===== config.mk =====
export PLATFORM = sky130hd
export DESIGN_NAME = can_txmb_arbiter
export DESIGN_NICKNAME = d
export VERILOG_FILES = /design/src/rtl/can_txmb_pkg.sv /design/src/rtl/txmb_store.sv /design/src/rtl/txmb_arbiter.sv /design/src/rtl/txmb_irq.sv /design/src/rtl/can_txmb_arbiter.sv
export SDC_FILE = /design/constraint.sdc
export NUM_CORES = 1
export LEC_CHECK = 0
export BUFFER_PORTS_ARGS = -buffer_cell sky130_fd_sc_hd__buf_2
export CAP_MARGIN = 10
export CORE_MARGIN = 4
export CORE_UTILIZATION = 30
export CTS_BUF_LIST = sky130_fd_sc_hd__clkbuf_2 sky130_fd_sc_hd__clkbuf_4 sky130_fd_sc_hd__clkbuf_8
export DETAILED_ROUTE_END_ITERATION = 10
export PLACE_DENSITY = 0.55
export SLEW_MARGIN = 30
export SYNTH_ARGS = -nofsm -noshare
export SYNTH_HDL_FRONTEND = slang
export SYNTH_SLANG_ARGS = --single-unit

===== constraint.sdc =====
create_clock -name clk -period 27.9 [get_ports clk]
set_input_delay 5.58 -clock clk [delete_from_list [all_inputs] [get_ports clk]]
set_output_delay 5.58 -clock clk [all_outputs]
set_load 0.1 [all_outputs]

===== src/rtl/can_txmb_pkg.sv =====
package can_txmb_pkg;
  localparam int STAMP_W = 16;

  localparam logic [3:0] CODE_INACT = 4'b1000;
  localparam logic [3:0] CODE_ABORT = 4'b1001;
  localparam logic [3:0] CODE_SEND  = 4'b1100;

  typedef struct packed {
    logic [3:0]         code;
    logic [2:0]         lprio;
    logic [STAMP_W-1:0] stamp;
  } mb_cs_t;

  typedef struct packed {
    logic abort_en;
    logic lprio_en;
    logic by_index;
  } txmb_cfg_t;

  // ordering key: lower wins; index mode flattens all keys so index decides
  function automatic logic [31:0] prio_key(input logic [28:0] id,
                                           input logic [2:0] lprio,
                                           input txmb_cfg_t cfg);
    if (cfg.by_index) return '0;
    return {cfg.lprio_en ? lprio : 3'b000, id};
  endfunction

  function automatic mb_cs_t unpack_cs(input logic [31:0] w);
    mb_cs_t c;
    c.code  = w[27:24];
    c.lprio = w[22:20];
    c.stamp = w[STAMP_W-1:0];
    return c;
  endfunction

  function automatic logic [31:0] pack_cs(input mb_cs_t c);
    return {4'b0000, c.code, 1'b0, c.lprio, 4'b0000, c.stamp};
  endfunction
endpackage


===== src/rtl/txmb_store.sv =====
module txmb_store
  import can_txmb_pkg::*;
#(
  parameter int NUM_MB = 8,
  parameter int ID_W   = 11,
  localparam int IDX_W = $clog2(NUM_MB)
) (
  input  logic                         clk,
  input  logic                         rst_n,
  input  txmb_cfg_t                    cfg,
  input  logic [NUM_MB-1:0]            wr_cs,
  input  logic [NUM_MB-1:0]            wr_id,
  input  logic [31:0]                  wdata,
  input  logic [NUM_MB-1:0]            flag,
  input  logic                         busy,
  input  logic [IDX_W-1:0]             flight_idx,
  input  logic                         tx_done,
  input  logic [STAMP_W-1:0]           timer,
  output mb_cs_t [NUM_MB-1:0]          cs_o,
  output logic [NUM_MB-1:0][ID_W-1:0]  id_o,
  output logic [NUM_MB-1:0]            done_vec,
  output logic [NUM_MB-1:0]            abort_vec
);
  mb_cs_t nxt_cs;
  assign nxt_cs = unpack_cs(wdata);

  for (genvar i = 0; i < NUM_MB; i++) begin : g_mb
    mb_cs_t          cs_q;
    logic [ID_W-1:0] id_q;
    logic hit, lock, take_cs, take_id, fin, abrt;

    assign hit     = busy && (flight_idx == IDX_W'(i));
    assign lock    = cfg.abort_en && (flag[i] || hit);
    assign take_cs = wr_cs[i] && !lock;
    assign take_id = wr_id[i] && !lock;
    assign fin     = tx_done && hit && (cs_q.code == CODE_SEND) && !take_cs;
    assign abrt    = take_cs && cfg.abort_en && (nxt_cs.code == CODE_ABORT)
                     && (cs_q.code == CODE_SEND);

    always_ff @(posedge clk) begin
      if (!rst_n) begin
        cs_q <= '0;
        id_q <= '0;
      end else begin
        if (take_cs) begin
          cs_q <= nxt_cs;
        end else if (fin) begin
          cs_q.code  <= CODE_INACT;
          cs_q.stamp <= timer;
        end
        if (take_id) id_q <= wdata[ID_W-1:0];
      end
    end

    assign cs_o[i]      = cs_q;
    assign id_o[i]      = id_q;
    assign done_vec[i]  = fin;
    assign abort_vec[i] = abrt;
  end
endmodule


===== src/rtl/txmb_arbiter.sv =====
module txmb_arbiter #(
  parameter int NUM_MB = 8,
  localparam int IDX_W = $clog2(NUM_MB)
) (
  input  logic                     clk,
  input  logic                     rst_n,
  input  logic [NUM_MB-1:0][31:0]  key,
  input  logic [NUM_MB-1:0]        cand,
  input  logic [NUM_MB-1:0]        touch,
  input  logic                     tx_start,
  input  logic                     tx_done,
  output logic                     win_vld,
  output logic [IDX_W-1:0]         win_idx,
  output logic                     busy,
  output logic [IDX_W-1:0]         flight_idx,
  output logic                     start_ok
);
  logic [NUM_MB-1:0] flight_oh, elig;
  logic              best_vld;
  logic [IDX_W-1:0]  best_idx;
  logic [31:0]       best_key;

  always_comb begin
    flight_oh = '0;
    if (busy) flight_oh[flight_idx] = 1'b1;
  end

  assign elig = cand & ~touch & ~flight_oh;

  // descending scan with <= so the lowest index wins equal keys
  always_comb begin
    best_vld = 1'b0;
    best_idx = '0;
    best_key = '1;
    for (int i = NUM_MB - 1; i >= 0; i--) begin
      if (elig[i] && (key[i] <= best_key)) begin
        best_vld = 1'b1;
        best_idx = IDX_W'(i);
        best_key = key[i];
      end
    end
  end

  assign start_ok = tx_start && !busy && win_vld && elig[win_idx];

  always_ff @(posedge clk) begin
    if (!rst_n) begin
      win_vld    <= 1'b0;
      win_idx    <= '0;
      busy       <= 1'b0;
      flight_idx <= '0;
    end else begin
      win_vld <= best_vld;
      win_idx <= best_idx;
      if (start_ok) begin
        busy       <= 1'b1;
        flight_idx <= win_idx;
      end else if (tx_done && busy) begin
        busy <= 1'b0;
      end
    end
  end
endmodule


===== src/rtl/txmb_irq.sv =====
module txmb_irq #(
  parameter int NUM_MB = 8
) (
  input  logic              clk,
  input  logic              rst_n,
  input  logic [NUM_MB-1:0] set_vec,
  input  logic              clr_wr,
  input  logic              mask_wr,
  input  logic [NUM_MB-1:0] wdata,
  output logic [NUM_MB-1:0] flag,
  output logic [NUM_MB-1:0] mask,
  output logic              irq
);
  logic [NUM_MB-1:0] clr_vec;
  assign clr_vec = clr_wr ? wdata : '0;

  always_ff @(posedge clk) begin
    if (!rst_n) begin
      flag <= '0;
      mask <= '0;
    end else begin
      flag <= (flag & ~clr_vec) | set_vec;
      if (mask_wr) mask <= wdata;
    end
  end

  assign irq = |(flag & mask);
endmodule


===== src/rtl/can_txmb_arbiter.sv =====
module can_txmb_arbiter
  import can_txmb_pkg::*;
#(
  parameter int NUM_MB = 8,
  parameter int ID_W   = 11,
  localparam int IDX_W  = $clog2(NUM_MB),
  localparam int ADDR_W = IDX_W + 2
) (
  input  logic               clk,
  input  logic               rst_n,
  input  logic               cpu_wr,
  input  logic [ADDR_W-1:0]  cpu_addr,
  input  logic [31:0]        cpu_wdata,
  output logic [31:0]        cpu_rdata,
  input  logic [STAMP_W-1:0] timer,
  input  logic               tx_start,
  input  logic               tx_done,
  output logic               sel_valid,
  output logic [IDX_W-1:0]   sel_idx,
  output logic [ID_W-1:0]    sel_id,
  output logic               tx_busy,
  output logic               irq
);
  logic                        is_glob, is_id;
  logic [IDX_W-1:0]            mb_idx;
  logic [NUM_MB-1:0]           wr_cs, wr_id;
  logic                        cfg_wr, mask_wr, clr_wr;
  txmb_cfg_t                   cfg;
  mb_cs_t [NUM_MB-1:0]         cs;
  logic [NUM_MB-1:0][ID_W-1:0] id;
  logic [NUM_MB-1:0][31:0]     key;
  logic [NUM_MB-1:0]           cand, done_vec, abort_vec, set_vec, flag, mask;
  logic                        win_vld, start_ok;
  logic [IDX_W-1:0]            win_idx, flight_idx;

  assign is_glob = cpu_addr[ADDR_W-1];
  assign is_id   = cpu_addr[0];
  assign mb_idx  = cpu_addr[IDX_W:1];
  assign cfg_wr  = cpu_wr && is_glob && (cpu_addr[1:0] == 2'd0);
  assign mask_wr = cpu_wr && is_glob && (cpu_addr[1:0] == 2'd1);
  assign clr_wr  = cpu_wr && is_glob && (cpu_addr[1:0] == 2'd2);

  for (genvar i = 0; i < NUM_MB; i++) begin : g_dec
    assign wr_cs[i] = cpu_wr && !is_glob && !is_id && (mb_idx == IDX_W'(i));
    assign wr_id[i] = cpu_wr && !is_glob &&  is_id && (mb_idx == IDX_W'(i));
    assign cand[i]  = (cs[i].code == CODE_SEND);
    assign key[i]   = prio_key(29'(id[i]), cs[i].lprio, cfg);
  end

  always_ff @(posedge clk) begin
    if (!rst_n)      cfg <= '0;
    else if (cfg_wr) cfg <= txmb_cfg_t'(cpu_wdata[2:0]);
  end

  txmb_store #(.NUM_MB(NUM_MB), .ID_W(ID_W)) store_i (
    .clk(clk), .rst_n(rst_n), .cfg(cfg), .wr_cs(wr_cs), .wr_id(wr_id),
    .wdata(cpu_wdata), .flag(flag), .busy(tx_busy), .flight_idx(flight_idx),
    .tx_done(tx_done), .timer(timer), .cs_o(cs), .id_o(id),
    .done_vec(done_vec), .abort_vec(abort_vec)
  );

  txmb_arbiter #(.NUM_MB(NUM_MB)) arb_i (
    .clk(clk), .rst_n(rst_n), .key(key), .cand(cand), .touch(wr_cs),
    .tx_start(tx_start), .tx_done(tx_done), .win_vld(win_vld),
    .win_idx(win_idx), .busy(tx_busy), .flight_idx(flight_idx),
    .start_ok(start_ok)
  );

  assign set_vec = done_vec | abort_vec;

  txmb_irq #(.NUM_MB(NUM_MB)) irq_i (
    .clk(clk), .rst_n(rst_n), .set_vec(set_vec), .clr_wr(clr_wr),
    .mask_wr(mask_wr), .wdata(cpu_wdata[NUM_MB-1:0]), .flag(flag),
    .mask(mask), .irq(irq)
  );

  assign sel_valid = tx_busy || win_vld;
  assign sel_idx   = tx_busy ? flight_idx : win_idx;
  assign sel_id    = id[sel_idx];

  always_comb begin
    cpu_rdata = '0;
    if (is_glob) begin
      case (cpu_addr[1:0])
        2'd0:    cpu_rdata[2:0]        = cfg;
        2'd1:    cpu_rdata[NUM_MB-1:0] = mask;
        2'd2:    cpu_rdata[NUM_MB-1:0] = flag;
        default: cpu_rdata = '0;
      endcase
    end else if (int'(mb_idx) < NUM_MB) begin
      if (is_id) cpu_rdata[ID_W-1:0] = id[mb_idx];
      else       cpu_rdata = pack_cs(cs[mb_idx]);
    end
  end
endmodule


# Word level (Yosys, flattened, before mapping)
# Cells that the tools add are included.
# classes
order_cmp,13
n_eq_ne,25
muxes,92
bitwise_logic,10
reduce_logical,160
# op_table
operator,n
2-to-1 mux 32 bit,16
2-to-1 mux 16 bit,16
<= comparator 32 bit,7
logical AND 1 bit,116
binary-select mux 23 bit (select 3 bit),1
binary-select mux 11 bit (select 3 bit),2
2-to-1 mux 4 bit,16
2-to-1 mux 3 bit,13
"equality test 4 bit, second input constant",9
2-to-1 mux 11 bit,3
AND 8 bit,4
"<= comparator 32 bit, second input constant",1
2-to-1 mux 28 bit,1
"equality test 3 bit, second input constant",8
inverter 8 bit,3
2-to-1 mux 23 bit,1
logical NOT 1 bit,19
nonzero test 2 bit,9
2-to-1 mux 17 bit,1
"less-than comparator 3 x 4 -> 1 bit, second input constant",4
2-to-1 mux 8 bit,2
bitwise OR 8 bit,2
2-to-1 mux 1 bit,14
"equality test 3 x 2 -> 1 bit, second input constant",4
17 further kinds,28
# totals
register_bits,299
elab_cells,343

# Logic depth before layout (Yosys ltp)
# logic_depth
depth_word,30
ltp_mapped,91

# Modules after synthesis
# A second synthesis with hierarchy kept.
# unflattened
cells_unflattened,3017
area_unflattened_um2,26176.4
# by_module_without_submodules
mod,n_inst,cells_per_inst,area_per_inst_um2
txmb_store,1,1262,11421.0
txmb_arbiter,1,1222,9511.6
can_txmb_arbiter,1,478,4618.2
txmb_irq,1,55,625.6

# Worst setup path after synthesis
# Ideal clock, no wire load.
# synth_path
path_kind,input to register
startpoint,input cpu_addr[4]
endpoint,register arb_i.win_idx[0]
arrival_ns,21.374
required_ns,27.785
setup_slack_ns,6.411
stages,86
n_path_buf,12
path_cell_list,buf_6 > or2_1 > buf_6 > o311ai_2 > buf_2 > clkbuf_1 > a21oi_1 > ha_1 > nand4_1 > nor2_1 > or4b_1 > o22ai_1 > nor2_1 > clkbuf_1 > clkbuf_1 > nand2_1 > o21ai_0 > ha_1 > [50 not listed] > a211oi_2 > o21ai_2 > buf_6 > mux2_4 > ha_1 > nor2b_1 > o21ai_0 > nand2b_1 > a21oi_1 > o21ai_0 > a21o_1 > a21o_1 > a21oi_1 > nor2_1 > o21ai_0 > a21oi_1 > mux2i_1 > o21ba_1
# synth_via
elab_chain_len,30
word_cells_on_any_way,44
# synth_rtl
item,line_no,source
start: declaration,can_txmb_arbiter.sv:12,"input logic [ADDR_W-1:0] cpu_addr,"
logical NOT 1 bit (*),can_txmb_arbiter.sv:44,assign wr_cs[i] = cpu_wr && !is_glob && !is_id && (mb_idx == IDX_W'(i));
logical AND 1 bit (*) (2 in series),can_txmb_arbiter.sv:44,
logical AND 1 bit,can_txmb_arbiter.sv:44,
inverter 8 bit (*),txmb_arbiter.sv:28,assign elig = cand & ~touch & ~flight_oh;
AND 8 bit (*) (2 in series),txmb_arbiter.sv:28,
logical AND 1 bit,txmb_arbiter.sv:36,if (elig[i] && (key[i] <= best_key)) begin
2-to-1 mux 32 bit,txmb_arbiter.sv:36,
<= comparator 32 bit,txmb_arbiter.sv:36,
[12 not listed],--,
logical AND 1 bit,txmb_arbiter.sv:36,
2-to-1 mux 32 bit,txmb_arbiter.sv:36,
<= comparator 32 bit,txmb_arbiter.sv:36,
logical AND 1 bit,txmb_arbiter.sv:36,
2-to-1 mux 32 bit,txmb_arbiter.sv:36,
<= comparator 32 bit,txmb_arbiter.sv:36,
logical AND 1 bit,txmb_arbiter.sv:36,
OR reduction 2 bit (no source line),--,
end signal: assignment,txmb_arbiter.sv:54,win_idx <= best_idx;
end: declaration,txmb_arbiter.sv:13,"output logic [IDX_W-1:0] win_idx,"
# Every way passes the cells marked *; elsewhere a longest branch is shown, timed or not.
# A chain may end at the register's enable or synchronous reset.

# Final worst setup path
# layout_path
startpoint,input cpu_addr[3]
endpoint,register arb_i.win_idx[0]
# layout_via
elab_chain_len,28
word_cells_on_any_way,49
# layout_rtl
item,line_no
equality test 3 bit,can_txmb_arbiter.sv:44
logical AND 1 bit,can_txmb_arbiter.sv:44
inverter 8 bit (*),txmb_arbiter.sv:28
AND 8 bit (*) (2 in series),txmb_arbiter.sv:28
logical AND 1 bit,txmb_arbiter.sv:36
2-to-1 mux 32 bit,txmb_arbiter.sv:36
<= comparator 32 bit,txmb_arbiter.sv:36
logical AND 1 bit,txmb_arbiter.sv:36
[11 not listed],--
logical AND 1 bit,txmb_arbiter.sv:36
2-to-1 mux 32 bit,txmb_arbiter.sv:36
<= comparator 32 bit,txmb_arbiter.sv:36
logical AND 1 bit,txmb_arbiter.sv:36
2-to-1 mux 32 bit,txmb_arbiter.sv:36
<= comparator 32 bit,txmb_arbiter.sv:36
logical AND 1 bit,txmb_arbiter.sv:36
OR reduction 2 bit (no source line),--
# Marked as above.

==> results.json <==
{
  "post_cts_buffers": 0,
  "drtIter0Drc": 1316,
  "cts_num_sinks": 299,
  "synth_edf_count": 0,
  "layout_setup_ws_ps": 3340,
  "slew_viol_final": 0,
  "worst_path_max_delay_cell": "a2111oi_0",
  "required_ps": 28430,
  "cp_common_cell": "a21o_1",
  "drv_cap": 0,
  "grt_use_total_pct": 18.91,
  "dr.pass1.iters": 6,
  "cts_tree": "yes",
  "grt_antenna_before_repair": 8,
  "ios": 107,
  "place_congestion": 0.8920,
  "final_area_um2": 22970,
  "avgSynthCellArea_um2": 8.806,
  "whs_path_depth": 2,
  "cp_max_fo": 35,
  "clkTransAtPathRegs_ps": 60,
  "final_common_cell": "nand2_1",
  "synth_flop_cell": "dfxtp_1",
  "die_area_um2": 73280,
  "ant_nets": 0,
  "hold_viol": 0,
  "clockBufferDepth": 3,
  "post_drt_wl_per_cell_um": 22.05,
  "ctsHoldBuffers": 0,
  "dp_cells": 3143,
  "area_growth_pct": 10.96,
  "hold_class": "reg2reg",
  "die_w_um": 270.7,
  "synthCells": 2351,
  "ys_seq_elements": 299,
  "cp.arrival_ps": 25090,
  "synth.cell_area_um2": 20700,
  "num_rows": 96,
  "critPathCaptureType": "register",
  "grt_start_max_net_pins": 116,
  "nets": 2473,
  "yosys_warnings": 0,
  "clk_latency_ps": 650,
  "initial_core_util_pct": 30.24,
  "p_leak_uw": 0.01256,
  "port-buffer-count": 88,
  "setup_violations": 0,
  "vias": 17670,
  "vdd_drop_max_uv": 37.37,
  "core_area_um2": 68470,
  "drive_gt1_share_pct": 16.05,
  "rsz0062_at_grt": "false",
  "min_period_over_period_pct": 88.03,
  "seq_area_frac_synth_pct": 28.91,
  "powerDensity_nw_per_um2": 42.72,
  "final_cell_mix": "nand2_1 (433), dfxtp_1 (298), mux2i_1 (264), nor2b_1 (166), o211a_1 (129)",
  "totalWireLength_um": 71590,
  "worstSetupPathType": "in2reg",
  "final_cells": 3247,
  "cpPeakStageDelay_ps": 640,
  "worstMarginPinSlew_ps": 1013,
  "async_reset_ff_share_pct": 0,
  "grt.overflow.total": 0,
  "dpl_worst_slack_ps": 3000,
  "fp.dieH_um": 270.7,
  "cts-root-buf": "clkbuf_8",
  "status": "complete, no violations",
  "grt_pass1_vias": 17790,
  "max_freq_mhz": 40.72,
  "start_kind": "primary input",
  "viasPerCell": 5.442,
  "cts.htree.levels": 2,
  "clock_skew_ps": 31.97,
  "grt_pass1_wl_um": 108500,
  "finalSetupTns_ps": 0,
  "dpl_cell_area_um2": 21680,
  "cts_buffers": 54,
  "cts.repair.resized": 0,
  "ys_types": 89,
  "worstRegToRegCells": 78,
  "rrSetupSlack_ps": 8450,
  "holdWs_ps": 479.5,
  "dp_hpwl_um": 48440,
  "relSlewSlack_pct": 32.20,
  "drc_errors": 0,
  "period_minus_slack_ps": 24560
}
## per-layer routing
layer  vias to the layer above  GRT usage (%)  share of wire [%]
met4                         6          6.012                2.8
met1                      8697          24.30                 43
met3                       134          2.661                5.8
li1                       8285              -                  -
met2                       548          32.84                 48
met5                         -              0              0.043
## power by group
group | internal, uW | switching [uW] | total (uW)
Sequential | 431 | 3.02 | 434
Combinational | 22.2 | 50.3 | 72.5
Clock | 271 | 204 | 475
Total | 724 | 257 | 981
## state kept, by name, indices dropped and copies added (netlist names)
name / flops
arb_i.win_vld: 1
arb_i.busy: 1
cfg: 3
store_i.cs_o: 184
irq_i.mask: 8
store_i.g_mb.id_q: 88
irq_i.flag: 8
arb_i.flight_idx: 3
arb_i.win_idx: 3
## cells in the mapped netlist (all sizes together), types with 8 or more instances
| cell | instances | share of area (%) |
|---|---|---|
| nand3 | 98 | 2.4 |
| nand2b | 9 | 0.27 |
| o211a | 129 | 6.2 |
| nor2 | 61 | 1.1 |
| or2 | 13 | 0.39 |
| a21oi | 55 | 1.3 |
| clkbuf | 145 | 2.6 |
| nand2 | 433 | 7.9 |
| nor2b | 166 | 5.0 |
| ha | 97 | 5.9 |
| inv | 74 | 1.3 |
| a22oi | 12 | 0.44 |
| a21o | 38 | 1.4 |
| a21boi | 57 | 2.1 |
| mux2i | 267 | 13 |
| dfxtp | 299 | 29 |
| and2 | 11 | 0.34 |
| o21ai | 55 | 1.4 |
| mux2 | 41 | 2.4 |
| nand4 | 12 | 0.36 |
| mux4 | 78 | 8.5 |
| nor3 | 13 | 0.31 |
| buf | 72 | 1.7 |
| and3 | 8 | 0.24 |
## worst max-delay path: cells and delay by family
kind	cells	cell delay [ps]
and+or+nand+nor	10	1780
AOI/OAI and AO/OA	51	11370
muxes	6	2150
adders and majority gates	7	2130
buffers and inverters	7	1960
## stage by stage
stage               utilization, %  total power [uW]
global route                 33.55              1015
detailed placement           31.67             515.4
floorplan                        -             495.9
CTS                          33.49             992.5
global placement             31.64             513.5
finish                       33.55             981.4
## cell type report
cell class / count / area [um^2]
flip-flops and latches: 299 / 5987
clock buffers: 85 / 1101
inverters: 75 / 281.5
well taps: 882 / 1104
diodes: 3 / 7.507
clock inverters: 15 / 147.6
repair buffers: 120 / 715.7
fillers: 7073 / 45490
multi-input cells: 1768 / 13630
## worst paths after layout
| check | start | end |
|---|---|---|
| worst max-delay path | cpu_addr[3] | arb_i.win_idx[0]$_SDFF_PP0_ |
| worst min-delay path | store_i.cs_o[63]$_SDFFE_PN0P_ | store_i.cs_o[63]$_SDFFE_PN0P_ |
| worst max register to register | cfg[0]$_SDFFE_PN0P_ | arb_i.win_idx[0]$_SDFF_PP0_ |
| worst min register to register | store_i.cs_o[63]$_SDFFE_PN0P_ | store_i.cs_o[63]$_SDFFE_PN0P_ |
## kinds of logic after synthesis
| kind of cell | share of synthesized area [%] |
|---|---|
| flip-flops | 28.91 |
| AND/OR/NAND/NOR | 19.91 |
| AO/OA/AOI/OAI | 15.80 |
| buffers and inverters | 5.669 |
| XOR/XNOR | 0.04231 |
| adder cells (fa/ha/maj) | 5.862 |
| other | 0.01811 |
| multiplexers | 23.79 |
Power figures use the tool's default switching activity.
